==> config.mk <==
export PLATFORM = sky130hd
export DESIGN_NAME = sdiv_sync_clock
export DESIGN_NICKNAME = d
export VERILOG_FILES = /design/src/rtl/sdiv_pkg.sv /design/src/rtl/sdiv_edge_sync.sv /design/src/rtl/sdiv_phase_counter.sv /design/src/rtl/sdiv_pin_gate.sv /design/src/rtl/sdiv_sync_clock.sv
export SDC_FILE = /design/constraint.sdc
export NUM_CORES = 1
export LEC_CHECK = 0
export BUFFER_PORTS_ARGS = -buffer_cell sky130_fd_sc_hd__clkbuf_2
export CAP_MARGIN = 20
export CORE_AREA = 2 2 39 41
export CTS_CLUSTER_SIZE = 10
export DETAILED_ROUTE_END_ITERATION = 6
export DIE_AREA = 0 0 41 43
export PLACE_DENSITY = 0.46
export SYNTH_ARGS = -nofsm -noshare
export SYNTH_HDL_FRONTEND = slang
export SYNTH_SLANG_ARGS = --single-unit
==> constraint.sdc <==
create_clock -name clk_ref -period 1.9 [get_ports clk_ref]
set_input_delay 0.095 -clock clk_ref [delete_from_list [all_inputs] [get_ports clk_ref]]
set_output_delay 0.095 -clock clk_ref [all_outputs]
set_load 0.1 [all_outputs]
==> src/rtl/sdiv_pkg.sv <==
package sdiv_pkg;

    localparam int unsigned SDIV_CNT_W_DFLT   = 2;
    localparam int unsigned SDIV_STAGES_DFLT  = 2;

    typedef struct packed {
        logic hw;
        logic sw;
    } slip_req_t;

    function automatic logic slip_any(input slip_req_t r);
        return r.hw | r.sw;
    endfunction

endpackage

==> src/rtl/sdiv_edge_sync.sv <==
module sdiv_edge_sync #(
    parameter int unsigned STAGES = 2
) (
    input  logic clk,
    input  logic rst,
    input  logic async_in,
    output logic rise_o
);
    logic [STAGES-1:0] shf_q;
    logic              last_q;

    always_ff @(posedge clk) begin
        if (rst) begin
            shf_q  <= '0;
            last_q <= 1'b0;
        end else begin
            shf_q  <= {shf_q[STAGES-2:0], async_in};
            last_q <= shf_q[STAGES-1];
        end
    end

    assign rise_o = shf_q[STAGES-1] & ~last_q;

    // a detected edge never lasts two cycles
    p_edge_single_r10: assert property (@(posedge clk) disable iff (rst)
        rise_o |=> !rise_o);

endmodule

==> src/rtl/sdiv_phase_counter.sv <==
module sdiv_phase_counter #(
    parameter int unsigned CNT_W = 2
) (
    input  logic             clk,
    input  logic             rst,
    input  logic             slip,
    output logic [CNT_W-1:0] cnt_o,
    output logic             wrap_o,
    output logic             high_nxt_o
);
    localparam int unsigned HALF = 2 ** (CNT_W - 1);

    logic [CNT_W:0]   sum;
    logic [CNT_W-1:0] cnt_q;
    logic             wrap_q;

    assign sum        = {1'b0, cnt_q} + (slip ? (CNT_W+1)'(2) : (CNT_W+1)'(1));
    assign high_nxt_o = (sum[CNT_W-1:0] < CNT_W'(HALF));

    always_ff @(posedge clk) begin
        if (rst) begin
            cnt_q  <= '0;
            wrap_q <= 1'b0;
        end else begin
            cnt_q  <= sum[CNT_W-1:0];
            wrap_q <= sum[CNT_W];
        end
    end

    assign cnt_o  = cnt_q;
    assign wrap_o = wrap_q;

    p_step_r1: assert property (@(posedge clk) disable iff (rst)
        !slip |=> cnt_q == $past(cnt_q) + CNT_W'(1));
    p_slip_r2: assert property (@(posedge clk) disable iff (rst)
        slip |=> cnt_q == $past(cnt_q) + CNT_W'(2));
    p_strobe_low_count_r9: assert property (@(posedge clk) disable iff (rst)
        wrap_q |-> cnt_q < CNT_W'(2));

endmodule

==> src/rtl/sdiv_pin_gate.sv <==
module sdiv_pin_gate (
    input  logic clk,
    input  logic rst,
    input  logic high_nxt,
    input  logic disable_in,
    output logic pin_o
);
    logic pin_q;

    always_ff @(posedge clk) begin
        if (rst) pin_q <= 1'b0;
        else     pin_q <= high_nxt & ~disable_in;
    end

    assign pin_o = pin_q;

    p_pin_low_r7: assert property (@(posedge clk) disable iff (rst)
        disable_in |=> !pin_o);

endmodule

==> src/rtl/sdiv_sync_clock.sv <==
module sdiv_sync_clock
    import sdiv_pkg::*;
#(
    parameter int unsigned CNT_W  = SDIV_CNT_W_DFLT,
    parameter int unsigned STAGES = SDIV_STAGES_DFLT
) (
    input  logic clk_ref,
    input  logic rst,
    input  logic sync_in,
    input  logic hw_sync_en,
    input  logic sw_sync_set,
    input  logic pin_disable,
    output logic sync_clk_pin,
    output logic sync_clk_en,
    output logic sw_sync_pending
);
    logic             hw_rise;
    logic             pend_q;
    slip_req_t        req;
    logic             slip;
    logic [CNT_W-1:0] cnt;
    logic             high_nxt;

    sdiv_edge_sync #(.STAGES(STAGES)) u_sync (
        .clk      (clk_ref),
        .rst      (rst),
        .async_in (sync_in),
        .rise_o   (hw_rise)
    );

    assign req.hw = hw_rise & hw_sync_en;
    assign req.sw = pend_q;
    assign slip   = slip_any(req);

    // coincident sources merge; the software request clears once applied
    always_ff @(posedge clk_ref) begin
        if (rst) pend_q <= 1'b0;
        else     pend_q <= sw_sync_set | (pend_q & ~slip);
    end

    sdiv_phase_counter #(.CNT_W(CNT_W)) u_cnt (
        .clk        (clk_ref),
        .rst        (rst),
        .slip       (slip),
        .cnt_o      (cnt),
        .wrap_o     (sync_clk_en),
        .high_nxt_o (high_nxt)
    );

    sdiv_pin_gate u_pin (
        .clk        (clk_ref),
        .rst        (rst),
        .high_nxt   (high_nxt),
        .disable_in (pin_disable),
        .pin_o      (sync_clk_pin)
    );

    p_pend_clear_r6: assert property (@(posedge clk_ref) disable iff (rst)
        pend_q && !sw_sync_set |=> !sw_sync_pending);
    p_pend_set_r5: assert property (@(posedge clk_ref) disable iff (rst)
        sw_sync_set |=> sw_sync_pending);
    p_hw_ignored_r3: assert property (@(posedge clk_ref) disable iff (rst)
        !hw_sync_en && !pend_q |=> cnt == $past(cnt) + CNT_W'(1));

    assign sw_sync_pending = pend_q;

endmodule

==> metrics.md <==
| Metric | Value |
|---|---|
| R2R Setup Slk | 0.65 ns |
| Worst EP required | 2.07 ns |
| GRT Overall Usage | 8.45% |
| Cells after Synth | 25 |
| CP Depth | 5 |
| ANT cells | 0 |
| Placed insts | 49 |
| Clock Latency Late Sink | 0.25 ns |
| Drt wl/cell | 9.00 um |
| P per Cell Area | 1070 nW/um^2 |
| Synth warn | 0 |
| Fin util | 27.8% |
| Top post-synthesis cells by area | dfxtp_1, nor2b_1, a31oi_4, mux2_4, ha_1 |
| Area grow syn2layout | 31.8% |
| Largest net degree at the start of global routing | 10 |
| Synthesis-stage register bit count | 8 |
| FMAX | 0.798 GHz |
| Vias after detailed routing | 210 |
| Row cnt | 14 |
| R2r worst-path depth | 5 |
| Setup_tns | 0 ns |
| Critical path buffer and inverter count | 1 |
| Clk slew on worst S/H paths | 0.05 ns |
| Run status | finished clean |
| RSZ-0062 raised after global routing | false |
| IO buf count | 8 |
| Adder-cell share of the synthesized area | 4.29% |
| Synthesized area | 292 um^2 |
| Crit. End Element | flop |
| CTS root buffer | clkbuf_4 |
| Sequential Area | 160 um^2 |
| Die Span Y | 43 um |
| Syn avg cell area | 11.7 um^2 |
| RR Startpoint | u_sync.last_q$_SDFF_PP0_ |
| Dominant combinational cell family by area after synthesis | simple AND/OR/NAND/NOR gates |
| Drt drc | 0 |
| Final non-filler cell total | 53 |
| Area share of the largest cell type after synthesis | 54.9% |
| Hold EP | u_sync.shf_q[0]$_SDFF_PP0_ |
| Lkg Pwr | 0.000167 uW |
| Hold Vio Cnt, Final | 0 |
| Max-slew violation count | 0 |
| RR Endpoint | u_pin.pin_o$_SDFF_PP0_ |
| Nets | 46 |
| Fillers | 159 |
| Die W | 41 um |
| Die ar. | 1760 um^2 |
| Register area share after synthesis | 54.9% |
| Compound-gate portion of the synthesized area | 10.7% |
| Least-Margin Pin Slew | 0.539 ns |
| Mux cell area share after synthesis | 5.15% |
| Synth Net Count | 32 |
| Rel. slew slack | 64.2% |
| Initial antenna violation count | 0 |
| Max VDD drop | 299 uV |
| Final worst path period share | 65.9% |
| First-pass GRT wire length | 890 um |
| Clock skew | 0.000992 ns |
| Total core area | 1380 um^2 |
| Final wirelength | 477 um |
| CP max-delay cell | dfxtp_1 |
| H-tree depth | 1 |
| Gpl congestion | 0.654 |
| Worst Hold Class | input pin to flop |
| Cell variety after synth | 13 |
| Area leader, netlist | dfxtp_1 |
| Synth Area in Simple Gates | 20.6% |
| Area of the multi-input gates | 128 um^2 |
| CP cell instances | inv_1 -> a31oi_4 -> xnor2_1 -> ha_1 -> nor3_1 |
| Endpoints failing setup | 0 |
| Post-route ant nets | 0 |
| Overflow after GRT | 0 |
| CP delay by family, top | flip-flops |
| DRT Pass-1 Iters | 2 |
| CTS Buffer Depth | 2 |
| Share of cells above drive strength 1 | 35.1% |
| Max cap viols | 0 |
| CP Class | flop to flop |
| Hold_sp | sync_in |
| CP Launch Type | flop |
| Number of top-level pins | 9 |
| Starting Density | 21.1% |
| DRT iter0 DRCs | 1 |
| Vias in the first global route | 220 |
| Slowest stage delay, CP | 0.31 ns |
| Total CTS buffers | 3 |
| Clock Sinks | 8 |
| Largest fanout on the critical path | 3 |
| XOR/XNOR share of the synthesized area | 3.00% |
| Setup Fix Bufs, Post-CTS | 0 |
| Worst Hold Path Cells | 2 |
| Worst path arrival time | 1.43 ns |
| Final min period | 1.25 ns |
| CTS tree | built |
| Routed vias/inst | 3.96 |
[per-layer routing]
metal	global-route usage [%]	vias up	wire length [um]
li1	-	108	-
met5	0	-	0
met1	8.74	89	196
met4	10.0	0	25
met2	11.3	9	211
met3	3.14	4	43
[worst register-to-register path, stage by stage, from the launching register on]
cell and delay [ns]:
dfxtp_1 0.31, inv_1 0.07, a31oi_4 0.23, xnor2_1 0.15, ha_1 0.26, nor3_1 0.17
[flip-flops by register name (all words and copies together), names as in the netlist]
signal and flops:
u_sync.last_q 1, u_sync.shf_q 2, u_cnt.wrap_o 1, sw_sync_pending 1
u_pin.pin_o 1, u_cnt.cnt_o 2
[Yosys cell counts (all sizes together)]
master	count
a21oi	2
nor2b	5
a31oi	1
and2	1
nand4	1
and2b	1
inv	1
mux2	1
xnor2	1
nor2	1
nor3	1
ha	1
dfxtp	8
[where the power goes]
part	internal [uW]	total, uW	leakage [uW]	switching [uW]
Sequential	183	193	0.0000661	9.35
Clock	72.0	126	0.0000138	54.3
Combinational	30.6	91.1	0.0000869	60.6
Total	286	410	0.000167	124
[worst max path at each step]
stage | start | end | slack, ns
after floorplan | sw_sync_pending$_SDFF_PP0_ | u_cnt.cnt_o[1]$_SDFF_PP0_ | 0.14
after global placement | u_sync.last_q$_SDFF_PP0_ | u_cnt.cnt_o[1]$_SDFF_PP0_ | 0.68
after detailed placement | u_sync.last_q$_SDFF_PP0_ | u_pin.pin_o$_SDFF_PP0_ | 0.66
after CTS | u_sync.last_q$_SDFF_PP0_ | u_pin.pin_o$_SDFF_PP0_ | 0.64
after global routing | u_sync.last_q$_SDFF_PP0_ | u_pin.pin_o$_SDFF_PP0_ | 0.55
final | u_sync.last_q$_SDFF_PP0_ | u_pin.pin_o$_SDFF_PP0_ | 0.65
[final cells by class]
cell class                 count  share of cell area, %
clock buffer                   3                   5.86
inverter                       1                  0.977
multi-input combinational     16                   33.2
sequential                     8                   41.7
tap                           16                   5.21
timing repair buffer           9                   13.0
[cells in the final DEF (no fill, tap or decap), drive strengths merged]
cell type / instances
xnor2: 1
nor2b: 5
dlygate4sd3: 1
clkbuf: 11
and2: 1
inv: 1
nand4: 1
nor2: 1
a31oi: 1
a21oi: 2
dfxtp: 8
mux2: 1
nor3: 1
and2b: 1
ha: 1
[timing repair]
| item | in CTS | in global routing |
|---|---|---|
| hold buffers | 1 | 0 |
| hold endpoints to repair | 1 | 0 |
| gates resized for setup | 0 | 0 |
[cells by family after synthesis]
logic type / count (synthesis)
mux: 1
compound gates: 3
buf+inv: 1
xor+xnor: 1
fa+ha+maj: 1
flops: 8
simple gates: 10
[metrics by stage]
stage	cell area, um^2	power (uW)	hold WS [ns]	setup slack (ns)
final	384	410	0.0545	0.647
after global routing	384	437	0.0697	0.550
after CTS	384	419	0.0491	0.643
after detailed placement	352	286	0.262	0.657
after global placement	352	285	0.260	0.685
after floorplan	292	268	0.164	0.145
No activity file was read; power rests on OpenSTA's default activity.
